<file path="src/rtl/adc_seq_pkg.sv">
package adc_seq_pkg;
    typedef enum logic [1:0] {
        CH_IDLE,
        CH_SETTLE,
        CH_RUN,
        CH_CAL
    } ch_state_e;
endpackage

</file>
<file path="src/rtl/adc_sf_reg.sv">
module adc_sf_reg #(
    parameter int unsigned SF_W   = 8,
    parameter int unsigned SF_MIN = 13,
    parameter int unsigned SF_RST = 69
) (
    input  logic            clk,
    input  logic            rst_n,
    input  logic            wr_en,
    input  logic [SF_W-1:0] wr_data,
    input  logic            lock,
    output logic [SF_W-1:0] sf,
    output logic            wr_err
);
    logic accept;
    logic below;

    assign accept = wr_en && !lock;
    assign below  = wr_data < SF_W'(SF_MIN);

    always_ff @(posedge clk) begin
        if (!rst_n) begin
            sf     <= SF_W'(SF_RST);
            wr_err <= 1'b0;
        end else begin
            wr_err <= accept && below;
            if (accept) begin
                sf <= below ? SF_W'(SF_MIN) : wr_data;
            end
        end
    end

    // locked writes leave the register untouched
    assert_write_lock_R4: assert property (@(posedge clk) disable iff (!rst_n)
        (wr_en && lock) |=> $stable(sf));

    // stored value never falls below the floor
    assert_floor_R3: assert property (@(posedge clk) disable iff (!rst_n)
        sf >= SF_W'(SF_MIN));

    // an error pulse only follows an accepted write
    assert_err_source_R3: assert property (@(posedge clk) disable iff (!rst_n)
        wr_err |-> $past(wr_en && !lock));
endmodule

</file>
<file path="src/rtl/adc_ch_seq.sv">
module adc_ch_seq
    import adc_seq_pkg::*;
#(
    parameter int unsigned SF_W   = 8,
    parameter int unsigned SF_MAX = 255,
    parameter int unsigned UNIT   = 24,
    parameter int unsigned CHOP   = 2,
    parameter int unsigned CNT_W  = 14
) (
    input  logic            clk,
    input  logic            rst_n,
    input  logic            tick,
    input  logic            start,
    input  logic            cont,
    input  logic            stop,
    input  logic            cal,
    input  logic [SF_W-1:0] sf,
    output logic            busy,
    output logic            drdy,
    output logic            cal_done
);
    ch_state_e        state;
    ch_state_e        state_nx;
    logic [CNT_W-1:0] cnt;
    logic [CNT_W-1:0] period;
    logic [CNT_W-1:0] target;
    logic [SF_W-1:0]  eff_sf;
    logic             cont_q;
    logic             last;

    always_comb begin
        eff_sf = (state == CH_CAL) ? SF_W'(SF_MAX) : sf;
        period = CNT_W'(UNIT) * CNT_W'(eff_sf);
        target = (state == CH_RUN) ? period : CNT_W'(CHOP) * period;
        last   = tick && (cnt == target - CNT_W'(1));
    end

    always_comb begin
        state_nx = state;
        unique case (state)
            CH_IDLE: begin
                if (cal)        state_nx = CH_CAL;
                else if (start) state_nx = CH_SETTLE;
            end
            CH_SETTLE: begin
                if (stop)       state_nx = CH_IDLE;
                else if (last)  state_nx = cont_q ? CH_RUN : CH_IDLE;
            end
            CH_RUN: begin
                if (stop)       state_nx = CH_IDLE;
            end
            CH_CAL: begin
                if (stop || last) state_nx = CH_IDLE;
            end
            default: state_nx = CH_IDLE;
        endcase
    end

    always_ff @(posedge clk) begin
        if (!rst_n) state <= CH_IDLE;
        else        state <= state_nx;
    end

    always_ff @(posedge clk) begin
        if (!rst_n) begin
            cnt <= '0;
        end else if (state == CH_IDLE || stop || last) begin
            cnt <= '0;
        end else if (tick) begin
            cnt <= cnt + CNT_W'(1);
        end
    end

    always_ff @(posedge clk) begin
        if (!rst_n) begin
            drdy     <= 1'b0;
            cal_done <= 1'b0;
            cont_q   <= 1'b0;
        end else begin
            drdy     <= !stop && last && (state == CH_SETTLE || state == CH_RUN);
            cal_done <= !stop && last && (state == CH_CAL);
            if (state == CH_IDLE && start && !cal) cont_q <= cont;
        end
    end

    assign busy = (state != CH_IDLE);

    // the running count stays inside the current window
    assert_cnt_window_R5: assert property (@(posedge clk) disable iff (!rst_n)
        busy |-> (cnt < target));

    // data-ready is a single-cycle strobe
    assert_drdy_pulse_R6: assert property (@(posedge clk) disable iff (!rst_n)
        drdy |=> !drdy);

    // stop on a busy channel aborts with no result
    assert_stop_abort_R9: assert property (@(posedge clk) disable iff (!rst_n)
        (stop && busy) |=> (!busy && !drdy && !cal_done));

    // calibration completion leaves the channel idle
    assert_cal_idle_R8: assert property (@(posedge clk) disable iff (!rst_n)
        cal_done |-> !busy);
endmodule

</file>
<file path="src/rtl/adc_rate_seq.sv">
module adc_rate_seq #(
    parameter int unsigned SF_W   = 8,
    parameter int unsigned SF_MIN = 13,
    parameter int unsigned SF_MAX = 255,
    parameter int unsigned SF_RST = 69,
    parameter int unsigned UNIT   = 24,
    parameter int unsigned CHOP   = 2,
    parameter int unsigned N_CH   = 2
) (
    input  logic            clk,
    input  logic            rst_n,
    input  logic            mod_tick,
    input  logic            cfg_we,
    input  logic [SF_W-1:0] cfg_wdata,
    output logic [SF_W-1:0] cfg_rdata,
    output logic            cfg_err,
    input  logic [N_CH-1:0] ch_start,
    input  logic [N_CH-1:0] ch_cont,
    input  logic [N_CH-1:0] ch_stop,
    input  logic [N_CH-1:0] ch_cal,
    output logic [N_CH-1:0] ch_busy,
    output logic [N_CH-1:0] ch_drdy,
    output logic [N_CH-1:0] ch_cal_done
);
    localparam int unsigned CNT_W = $clog2(CHOP * UNIT * SF_MAX + 1);

    logic [SF_W-1:0] sf_user;
    logic            any_busy;

    assign any_busy = |ch_busy;

    adc_sf_reg #(
        .SF_W  (SF_W),
        .SF_MIN(SF_MIN),
        .SF_RST(SF_RST)
    ) u_sf_reg (
        .clk    (clk),
        .rst_n  (rst_n),
        .wr_en  (cfg_we),
        .wr_data(cfg_wdata),
        .lock   (any_busy),
        .sf     (sf_user),
        .wr_err (cfg_err)
    );

    assign cfg_rdata = sf_user;

    for (genvar g = 0; g < N_CH; g++) begin : g_ch
        adc_ch_seq #(
            .SF_W  (SF_W),
            .SF_MAX(SF_MAX),
            .UNIT  (UNIT),
            .CHOP  (CHOP),
            .CNT_W (CNT_W)
        ) u_ch (
            .clk     (clk),
            .rst_n   (rst_n),
            .tick    (mod_tick),
            .start   (ch_start[g]),
            .cont    (ch_cont[g]),
            .stop    (ch_stop[g]),
            .cal     (ch_cal[g]),
            .sf      (sf_user),
            .busy    (ch_busy[g]),
            .drdy    (ch_drdy[g]),
            .cal_done(ch_cal_done[g])
        );
    end
endmodule

</file>
<file path="config.mk">
export PLATFORM = sky130hd
export DESIGN_NAME = adc_rate_seq
export DESIGN_NICKNAME = d
export VERILOG_FILES = /design/src/rtl/adc_seq_pkg.sv /design/src/rtl/adc_sf_reg.sv /design/src/rtl/adc_ch_seq.sv /design/src/rtl/adc_rate_seq.sv
export SDC_FILE = /design/constraint.sdc
export NUM_CORES = 1
export LEC_CHECK = 0
export ABC_AREA = 1
export CAP_MARGIN = 20
export CELL_PAD_IN_SITES_DETAIL_PLACEMENT = 0
export CELL_PAD_IN_SITES_GLOBAL_PLACEMENT = 1
export CORE_ASPECT_RATIO = 0.75
export CORE_MARGIN = 3
export CORE_UTILIZATION = 37
export CTS_CLUSTER_DIAMETER = 50
export DETAILED_ROUTE_END_ITERATION = 8
export HOLD_SLACK_MARGIN = 0.15
export PLACE_DENSITY_LB_ADDON = 0.2
export REMOVE_ABC_BUFFERS = 1
export SYNTH_ARGS = -nofsm -noshare
export SYNTH_HDL_FRONTEND = slang
export SYNTH_SLANG_ARGS = --single-unit
export TNS_END_PERCENT = 1
</file>
<file path="constraint.sdc">
create_clock -name clk -period 2.9 [get_ports clk]
set_input_delay 0.29 -clock clk [delete_from_list [all_inputs] [get_ports clk]]
set_output_delay 0.29 -clock clk [all_outputs]
set_load 0.01 [all_outputs]
</file>
Yosys cells after proc, flatten, opt, wreduce, memory -nomap -nowiden
Cells that the tools add are included.
{ "totals": {"reg_bits": 47, "input_bits": 20, "output_inout_bits": 15, "elab_cells": 93} }
{ "classes": {"add_sub_neg": 4, "mul": 2, "order_cmp": 1, "eq_ne": 16, "muxes": 21, "bitwise": 1, "reduce_logical": 36} }
{ "ops": {"columns": ["cell", "n"], "rows": [
  ["$add A14 B1 Y14 const B", 2],
  ["$eq A14 B14 Y1", 2],
  ["$mux W14", 2],
  ["$mux W2", 14],
  ["$sub A14 B1 Y14 const B", 2],
  ["$mux W8", 3],
  ["$mul A2 B8 Y10 const A", 2],
  ["$pmux W2 S4", 2],
  ["$logic_and A1 B1 Y1", 14],
  ["$eq A2 B2 Y1 const B", 4],
  ["$logic_or A1 B1 Y1", 8],
  ["$lt A8 B4 Y1 const B", 1],
  ["$ne A2 B2 Y1 const B", 4],
  ["$reduce_and A4 Y1", 2],
  ["$ne A3 B2 Y1 const B", 2],
  ["$ne A3 B3 Y1 const B", 2],
  ["$reduce_or A2 Y1", 3],
  ["$logic_not A1 Y1", 5],
  ["$eq A2 B1 Y1 const B", 2],
  ["$logic_not A2 Y1", 2],
  ["$reduce_bool A2 Y1", 2],
  ["$not A1 Y1", 1]
]} }

Logic depth before layout (Yosys ltp)
Gate-level depths: netlist of the first run.
{ "logic_depth": {"word_depth": 10, "mapped_depth": 28, "depth_no_buf": 27} }

Hierarchy
Synthesis of the first run repeated with hierarchy kept, for this count alone.
{ "unflattened": {"hier_cells": 772, "hier_area_um2": 4677.0} }
{ "by_module_without_submodules": {"columns": ["mod", "n_inst", "cells_each", "area_each_um2", "seq_area_each_um2"], "rows": [
  ["adc_ch_seq (g_ch[1].u_ch)", 1, 362, 2172.1, 380.4],
  ["adc_ch_seq (g_ch[0].u_ch)", 1, 354, 2102.0, 380.4],
  ["adc_sf_reg", 1, 53, 391.6, 180.2],
  ["adc_rate_seq", 1, 3, 11.3, 0.0]
]} }

Least setup slack after synthesis of the first run
OpenSTA, ideal clock, no wires.
{ "synth_timing": {"path_type": "register to register", "from": "register g_ch[0].u_ch.state[0]", "to": "register g_ch[0].u_ch.cnt[0]", "setup_ps": 116, "t_arrival_ps": 3029, "t_required_ps": 2784, "path_slack_ps": -245, "path_stages_with_launch": 23, "n_path_buf": 2, "period_less_slack_ps": 3145, "path_cell_list": "dfxtp_1 ha_1 buf_6 nor2_1 inv_1 ha_1 ha_1 nand2_1 o21ai_0 or2_2 nor2_1 nand3_1 nor2_1 nand3_1 nor2_1 nand2_1 nand2_1 nand2_1 nor2_2 nand2_4 nand4_4 buf_8 nor2_1"} }
{ "synth_between": {"elab_chain_len": 9, "elab_cells_between_ends": 12, "classes_between": "add/sub: 1; mul: 1; eq/ne: 3; mux: 2; reduce/logical: 5"} }
{ "synth_rtl": {"columns": ["item", "line_no", "rtl"], "rows": [
  ["start, declared", "adc_ch_seq.sv:22", "ch_state_e state;"],
  ["start signal, assigned", "adc_ch_seq.sv:61", "else state <= state_nx;"],
  ["$eq A2 B2 Y1", "adc_ch_seq.sv:32", "eff_sf = (state == CH_CAL) ? SF_W'(SF_MAX) : sf;"],
  ["$mux W8", "adc_ch_seq.sv:32", null],
  ["$mul A2 B8 Y10", "adc_ch_seq.sv:33", "period = CNT_W'(UNIT) * CNT_W'(eff_sf);"],
  ["$mux W14", "adc_ch_seq.sv:34", "target = (state == CH_RUN) ? period : CNT_W'(CHOP) * period;"],
  ["$sub A14 B1 Y14", "adc_ch_seq.sv:35", "last = tick && (cnt == target - CNT_W'(1));"],
  ["$eq A14 B14 Y1", "adc_ch_seq.sv:35", null],
  ["$logic_and A1 B1 Y1", "adc_ch_seq.sv:35", null],
  ["$logic_or A1 B1 Y1 (*)", "adc_ch_seq.sv:67", "end else if (state == CH_IDLE || stop || last) begin"],
  ["$reduce_or A2 Y1 (no line) (*)", null, null],
  ["end signal, assigned", "adc_ch_seq.sv:70", "cnt <= cnt + CNT_W'(1);"],
  ["end, declared", "adc_ch_seq.sv:24", "logic [CNT_W-1:0] cnt;"]
]} }
Every way passes the cells marked *; elsewhere a longest branch is shown, timed or not.
A chain may end at the register's enable or synchronous reset.

Worst setup path in the final report of the first run
{ "layout_timing": {"from": "register g_ch[1].u_ch.state[0]", "to": "register g_ch[1].u_ch.cnt[4]"} }
{ "layout_between": {"elab_chain_len": 9, "elab_cells_between_ends": 12, "classes_between": "add/sub: 1; mul: 1; eq/ne: 3; mux: 2; reduce/logical: 5"} }
{ "layout_rtl": {"columns": ["item", "line_no"], "rows": [
  ["start, declared", "adc_ch_seq.sv:22"],
  ["start signal, assigned", "adc_ch_seq.sv:61"],
  ["$eq A2 B2 Y1", "adc_ch_seq.sv:32"],
  ["$mux W8", "adc_ch_seq.sv:32"],
  ["$mul A2 B8 Y10", "adc_ch_seq.sv:33"],
  ["$mux W14", "adc_ch_seq.sv:34"],
  ["$sub A14 B1 Y14", "adc_ch_seq.sv:35"],
  ["$eq A14 B14 Y1", "adc_ch_seq.sv:35"],
  ["$logic_and A1 B1 Y1", "adc_ch_seq.sv:35"],
  ["$logic_or A1 B1 Y1 (*)", "adc_ch_seq.sv:67"],
  ["$reduce_or A2 Y1 (no line) (*)", null],
  ["end signal, assigned", "adc_ch_seq.sv:70"],
  ["end, declared", "adc_ch_seq.sv:24"]
]} }
Marks and branches as above.

==> results.yml, run 1 <==
sta:
  rsz0062_at_grt: "true"
  worstMarginPinSlew_ns: 0.671
  setup_viol: 28
  max_slew_margin: 0.549
  timing.hold.ws_ns: 0.484
  hold_viol_final: 0
  min_period_over_period: 1.03
  skew_ns: 0.00404
  max_freq_ghz: 0.334
  final.setup.worst_slack_ns: -0.0915
  drv_slew: 0
  layout_min_cycle_time_ns: 2.99
drt:
  via_per_inst: 4.89
  remaining_drc_errors: 0
  dr.pass1.iters: 4
  wire_per_inst_um: 13.2
  vias: 4654
  ant_nets: 0
  first_iter_violations: 196
  drt_wl_total_mm: 12.6
clocking:
  path_clk_slew_ns: 0.06
  cts_sinks: 47
  h-tree-depth: 2
  insertion_delay_ns: 0.29
  numCtsBuffers: 5
  cts_root_buf: "clkbuf_16"
  cts_tree: "yes"
  ctsLongestPathBuffers: 2
worst_setup_path:
  cp.arrival_ns: 3.21
  worstPathMaxFanout: 8
  worstSetupEndpointType: "register"
  worstSetupPathType: "register to register"
  startpoint_type: "register"
  required_ns: 3.12
synthesis:
  synth_cell_types: 45
  synth.avg_cell_area_um2: 6.14
  syn_inst: 692
  synth_seq_cells: 47
  ys.warnings.count: 0
  synth_area_um2: 4250
  ys_seq_area_frac: 0.222
  synth_ff_type: "dfxtp_1"
  synth-edff-count: 0
  synth-async-reset-ratio: 0
floorplan:
  ioPinCount: 35
  fp-row-count: 33
  dieArea_um2: 12800
  fp.coreArea_um2: 11100
  start_util: 0.384
  die_x_um: 130
  die_h_um: 98.8
placement:
  gp_congestion: 0.863
  place_ws_ns: -0.619
  placed_area_um2: 5310
  placement.io_buffers: 34
  dpl.hpwl_mm: 9.71
  placed_cells: 936
global_routing:
  grt-ovfl-total: 0
  grt_max_degree: 16
  track_usage: 0.203
  antenna_found_initial: 0
  grt_pass1_vias: 4347
  grt_pass1_wl_mm: 21.2
layout:
  nNetsFinal: 855
  drive_gt1_frac: 0.312
  area_delta_synth_final_pct: 44.8
  final_common_cell: "nand2_1"
  instances_no_fill: 951
  layout_common_cells: "nand2_1, buf_4, inv_1"
  final_util: 0.556
  stdcell_area_um2: 6150
  diodes: 0
power:
  power.switching_w: 0.00347
  vdd_drop_max_mv: 0.438
  p_int_w: 0.00336
  p_per_area_nw_per_um2: 1110
  seq_power_share: 0.119
  swShare: 0.508
  cellLeakagePower_nw: 2.72
  p_comb_frac: 0.796
  p_clk_frac: 0.085
min_path:
  hold_class: "register to register"
flow_run:
  cap_violations: 0
outcome:
  violations: "setup timing"
  status: "finished, violations left"
-- per-stage QoR --
step                      setup TNS (ns)  total power [W]
after detailed placement          -14.06          0.00515
after CTS                         -0.673          0.00638
after global placement            -12.54          0.00511
after global routing               -8.19          0.00750
after floorplan                    -7.97          0.00354
final                              -1.23          0.00683
-- state kept, by name (all words and copies together) (netlist names) --
name,count
g_ch.u_ch.cont_q,2
u_sf_reg.wr_err,1
g_ch.u_ch.state,4
g_ch.u_ch.cnt,28
g_ch.u_ch.drdy,2
g_ch.u_ch.cal_done,2
u_sf_reg.sf,8
-- what timing repair did --
action / 4_1_cts / 5_1_grt
pin swaps: 27 / 22
resized for setup: 101 / 50
setup endpoints to repair: 36 / 36
hold buffers: 0 / 0
setup buffers: 5 / 2
cloned: 2 / 0
-- final timing paths --
check / depth (start not counted) / start / slack, ns / to
worst max-delay path: 20 / g_ch[1].u_ch.state[0] / -0.09 / g_ch[1].u_ch.cnt[4]
worst min-delay path: 2 / g_ch[1].u_ch.cont_q / 0.48 / g_ch[1].u_ch.cont_q
worst max register to register: 20 / g_ch[1].u_ch.state[0] / -0.09 / g_ch[1].u_ch.cnt[4]
worst min register to register: 2 / g_ch[1].u_ch.cont_q / 0.48 / g_ch[1].u_ch.cont_q
-- synth_stat cells (2+ instances only) --
master / number / area, um^2
buf_4: 7 / 52.6
nand2_2: 5 / 31.3
xnor2_1: 5 / 43.8
nor2_2: 15 / 93.8
nor3_1: 17 / 85.1
inv_1: 93 / 349
xor2_1: 19 / 166
ha_1: 24 / 300
nand2_1: 185 / 694
nand3_1: 80 / 400
nand3_2: 6 / 60.1
buf_6: 2 / 22.5
a21oi_1: 29 / 145
or2_2: 5 / 31.3
nor4_1: 3 / 18.8
nor2_1: 67 / 251
clkbuf_1: 4 / 15.0
o21bai_1: 4 / 30.0
clkinv_1: 2 / 7.51
a31oi_1: 3 / 18.8
buf_2: 2 / 10.0
dfxtp_1: 47 / 941
a21oi_2: 6 / 52.6
inv_2: 4 / 15.0
o21ai_1: 5 / 25.0
o21ai_2: 3 / 26.3
nand4_1: 10 / 62.6
o21ai_0: 16 / 80.1
o211ai_1: 5 / 37.5
nand3b_1: 4 / 30.0
-- power by group through the flow --
| stage | Combinational [W] | Sequential, W | Clock, W |
|---|---|---|---|
| floorplan | 0.00274 | 0.000808 | 0 |
| global placement | 0.00433 | 0.000788 | 0 |
| detailed placement | 0.00436 | 0.000790 | 0 |
| CTS | 0.00498 | 0.000802 | 0.000596 |
| global route | 0.00605 | 0.000817 | 0.000625 |
| finish | 0.00544 | 0.000810 | 0.000583 |
-- worst max-delay path: stages, from the launching register on --
cell     delay, ns
dfxtp_2       0.34
ha_4          0.19
buf_8         0.14
nor2_4        0.12
inv_4         0.06
ha_4          0.29
inv_4         0.04
nor2_4        0.08
nand4_1       0.22
nand3_1       0.17
nand3_2       0.11
nand2_4       0.12
inv_2         0.05
nor2_2        0.06
nand2_1       0.09
xor2_2        0.18
nor2_4        0.08
nand2_4       0.09
nand4_4       0.14
buf_12        0.20
nor3b_4       0.15
-- per-layer routing --
layer,wire [um],track usage,vias to the layer above
met4,103,0.0296,0
li1,-,-,2458
met5,0,0,-
met1,6920,0.324,2111
met2,5130,0.282,77
met3,445,0.0433,8
-- cells by family after synthesis --
family,share of synthesized area
compound gates,0.107
simple gates,0.435
xor+xnor,0.0495
flops,0.222
buf+inv,0.116
fa+ha+maj,0.0707
-- final cells by class --
type                            count  area [um^2]
Clock buffer                        6          139
Clock inverter                      1         5.00
Fill cell                        1073         4920
Inverter                          100          390
Multi-Input combinational cell    529         3370
Sequential cell                    47          946
Tap cell                          140          175
Timing Repair Buffer              128         1120
(Power assumes the default switching activity.)
==> run 2: changes to the inputs <==
==> constraint.sdc (replaced) <==
create_clock -name clk -period 2.9 [get_ports clk]
set_input_delay 0.58 -clock clk [delete_from_list [all_inputs] [get_ports clk]]
set_output_delay 0.58 -clock clk [all_outputs]
set_load 0.01 [all_outputs]
==> run 2 against run 1 <==
  * The run still ends with setup timing left
  * Highest routed layer unchanged
  * Global-route usage grew 0.081 points
  * Utilization up 1.1 points
  * Sequential power is essentially flat
  * Clock skew rose by 0.0069 ns
  * Critical endpoint is now g_ch[0].u_ch.cnt[2]
  * Combinational power grew 2%
  * Clock power is 2% lower
  * First-iteration DRC count rose by 69%
  * Critical path depth is 1 higher
  * Register-to-register slack hardly changed
  * Non-clock buffer count up 7
==> results.yml, run 2 (synthesis results as in run 1) <==
outcome:
  status: "finished, violations left"
  violations: "setup timing"
worst_setup_path:
  worstSetupPathType: "register to register"
  max_stage_delay_ns: 0.34
  cp_common_cell: "nor2_4"
  worstPathMaxFanout: 7
  worst_r2r_path_depth: 21
  crit_slowest_cell: "dfxtp_2"
  path_cells: "ha_4 -> buf_4 -> a21oi_4 -> o21ai_2 -> inv_2 -> ha_4 -> nand2_2 -> o21ai_2 -> or2_4 -> nor2_4 -> nand3_4 -> nor2_4 -> nand3_4 -> o21bai_1 -> nand2_1 -> nand2_2 -> nor2_4 -> nand2_4 -> nand4_4 -> buf_12 -> nor3_2"
  rrSetupSlack_ns: -0.08
  worstSetupEndpointType: "register"
  cp_top_family: "simple AND/OR/NAND/NOR gates"
  cp_num_buf_inv: 3
  cp.arrival_ns: 3.19
  critical_path_cell_count: 21
  required_ns: 3.11
  startpoint_type: "register"
layout:
  nNetsFinal: 862
  drive_gt1_frac: 0.335
  final_common_cell: "nand2_1"
  area_delta_synth_final_pct: 47.7
  fillCellCount: 1072
  layout_common_cells: "nand2_1, buf_4, inv_1"
  diodes: 0
  stdcell_area_um2: 6270
  largest_reg_flops: 28
  reg_top3: "g_ch.u_ch.cnt: 28 flops, u_sf_reg.sf: 8 flops, g_ch.u_ch.state: 4 flops"
  instances_no_fill: 959
  largest-register: "g_ch.u_ch.cnt"
placement:
  dpl.hpwl_mm: 9.62
  placed_area_um2: 5320
  placed_cells: 938
  place_ws_ns: -0.705
  placement.io_buffers: 34
  gp_congestion: 0.899
global_routing:
  grt-ovfl-total: 0
  grt_pass1_wl_mm: 21.4
  antenna_found_initial: 0
  grt_pass1_vias: 4490
  track_usage: 0.204
  grt_max_degree: 16
sta:
  rsz0062_at_grt: "true"
  final.setup.worst_slack_ns: -0.0798
  max_slew_margin: 0.666
  hold_viol_final: 0
  layout_min_cycle_time_ns: 2.98
  min_period_over_period: 1.03
  max_freq_ghz: 0.336
  worstMarginPinSlew_ns: 0.499
  setup_viol: 25
  skew_ns: 0.0110
  drv_slew: 0
power:
  vdd_drop_max_mv: 0.471
  p_comb_frac: 0.801
  power.switching_w: 0.00355
  p_int_w: 0.00339
  seq_power_share: 0.117
  total_power_w: 0.00693
  swShare: 0.511
  cellLeakagePower_nw: 2.77
  p_per_area_nw_per_um2: 1110
  p_clk_frac: 0.082
flow_run:
  cap_violations: 0
drt:
  wire_per_inst_um: 13.4
  ant_nets: 0
  first_iter_violations: 331
  vias: 4677
  via_per_inst: 4.88
  drt_wl_total_mm: 12.8
  dr.pass1.iters: 5
  remaining_drc_errors: 0
clocking:
  numCtsBuffers: 5
  h-tree-depth: 2
  cts_tree: "yes"
  path_clk_slew_ns: 0.07
  hold_buffers: 0
  insertion_delay_ns: 0.29
  ctsLongestPathBuffers: 2
  cts_sinks: 47
  cts_root_buf: "clkbuf_16"
floorplan:
  start_util: 0.384
  die_x_um: 130
  dieArea_um2: 12800
  die_h_um: 98.8
  ioPinCount: 35
  fp-row-count: 33
  fp.coreArea_um2: 11100
min_path:
  min_path_cells: 2
  hold_class: "register to register"
[run 2: worst paths after layout]
| kind | start | endpoint |
|---|---|---|
| setup / recovery | g_ch[0].u_ch.state[0] | g_ch[0].u_ch.cnt[2] |
| hold / removal | g_ch[0].u_ch.cnt[1] | g_ch[0].u_ch.cnt[1] |
| setup reg to reg | g_ch[0].u_ch.state[0] | g_ch[0].u_ch.cnt[2] |
| hold reg to reg | g_ch[0].u_ch.cnt[1] | g_ch[0].u_ch.cnt[1] |
[run 2: worst register-to-register path, cell delays in order, from the launching register on]
cell and delay (ns):
dfxtp_2 0.34, ha_4 0.19, buf_4 0.15, a21oi_4 0.13, o21ai_2 0.09, inv_2 0.07
ha_4 0.20, nand2_2 0.07, o21ai_2 0.06, or2_4 0.25, nor2_4 0.14, nand3_4 0.11
nor2_4 0.14, nand3_4 0.11, o21bai_1 0.13, nand2_1 0.07, nand2_2 0.08, nor2_4 0.04
nand2_4 0.07, nand4_4 0.14, buf_12 0.20, nor3_2 0.12
[run 2: power groups by stage]
stage          sequential [W]  combinational, W  clock (W)
3_5_place_dp         0.000791           0.00435          0
2_1_floorplan        0.000808           0.00274          0
4_1_cts              0.000802           0.00504   0.000595
3_3_place_gp         0.000788           0.00431          0
5_1_grt              0.000820           0.00615   0.000625
6_report             0.000810           0.00555   0.000571
[run 2: what timing repair did]
action / 4_1_cts / 5_1_grt
setup buffers: 8 / 4
setup endpoints to repair: 36 / 36
gates resized for setup: 111 / 54
pin swaps: 41 / 39
gates cloned: 2 / 0
[run 2: per-stage QoR]
stage	setup TNS, ns	util	hold WS [ns]
2_1_floorplan	-7.97	-	0.450
3_3_place_gp	-12.81	0.481	0.468
3_5_place_dp	-15.26	0.481	0.474
4_1_cts	-0.972	0.545	0.484
5_1_grt	-8.06	0.567	0.509
6_report	-1.33	0.567	0.489
[run 2: per-layer routing]
layer  vias up  routed length (um)  track usage
met5         -                   0            0
met3        13                 621       0.0471
met4         0                 116       0.0367
met2        93                5350        0.292
met1      2100                6740        0.312
li1       2471                   -            -
[run 2: final cells by class]
class                           count  area (um^2)  area share
Multi-Input combinational cell    529         3440       0.549
Timing Repair Buffer              135         1180       0.189
Sequential cell                    47          947       0.151
Inverter                          100          387      0.0617
Tap cell                          140          175      0.0279
Clock buffer                        7          133      0.0211
Clock inverter                      1         5.00    0.000798
==> run 3: changes to the inputs <==
HOLD_SLACK_MARGIN = unset   (was 0.15)
==> results of run 3 <==
No change in the layout: final DEF, timing and power equal those of run 2.
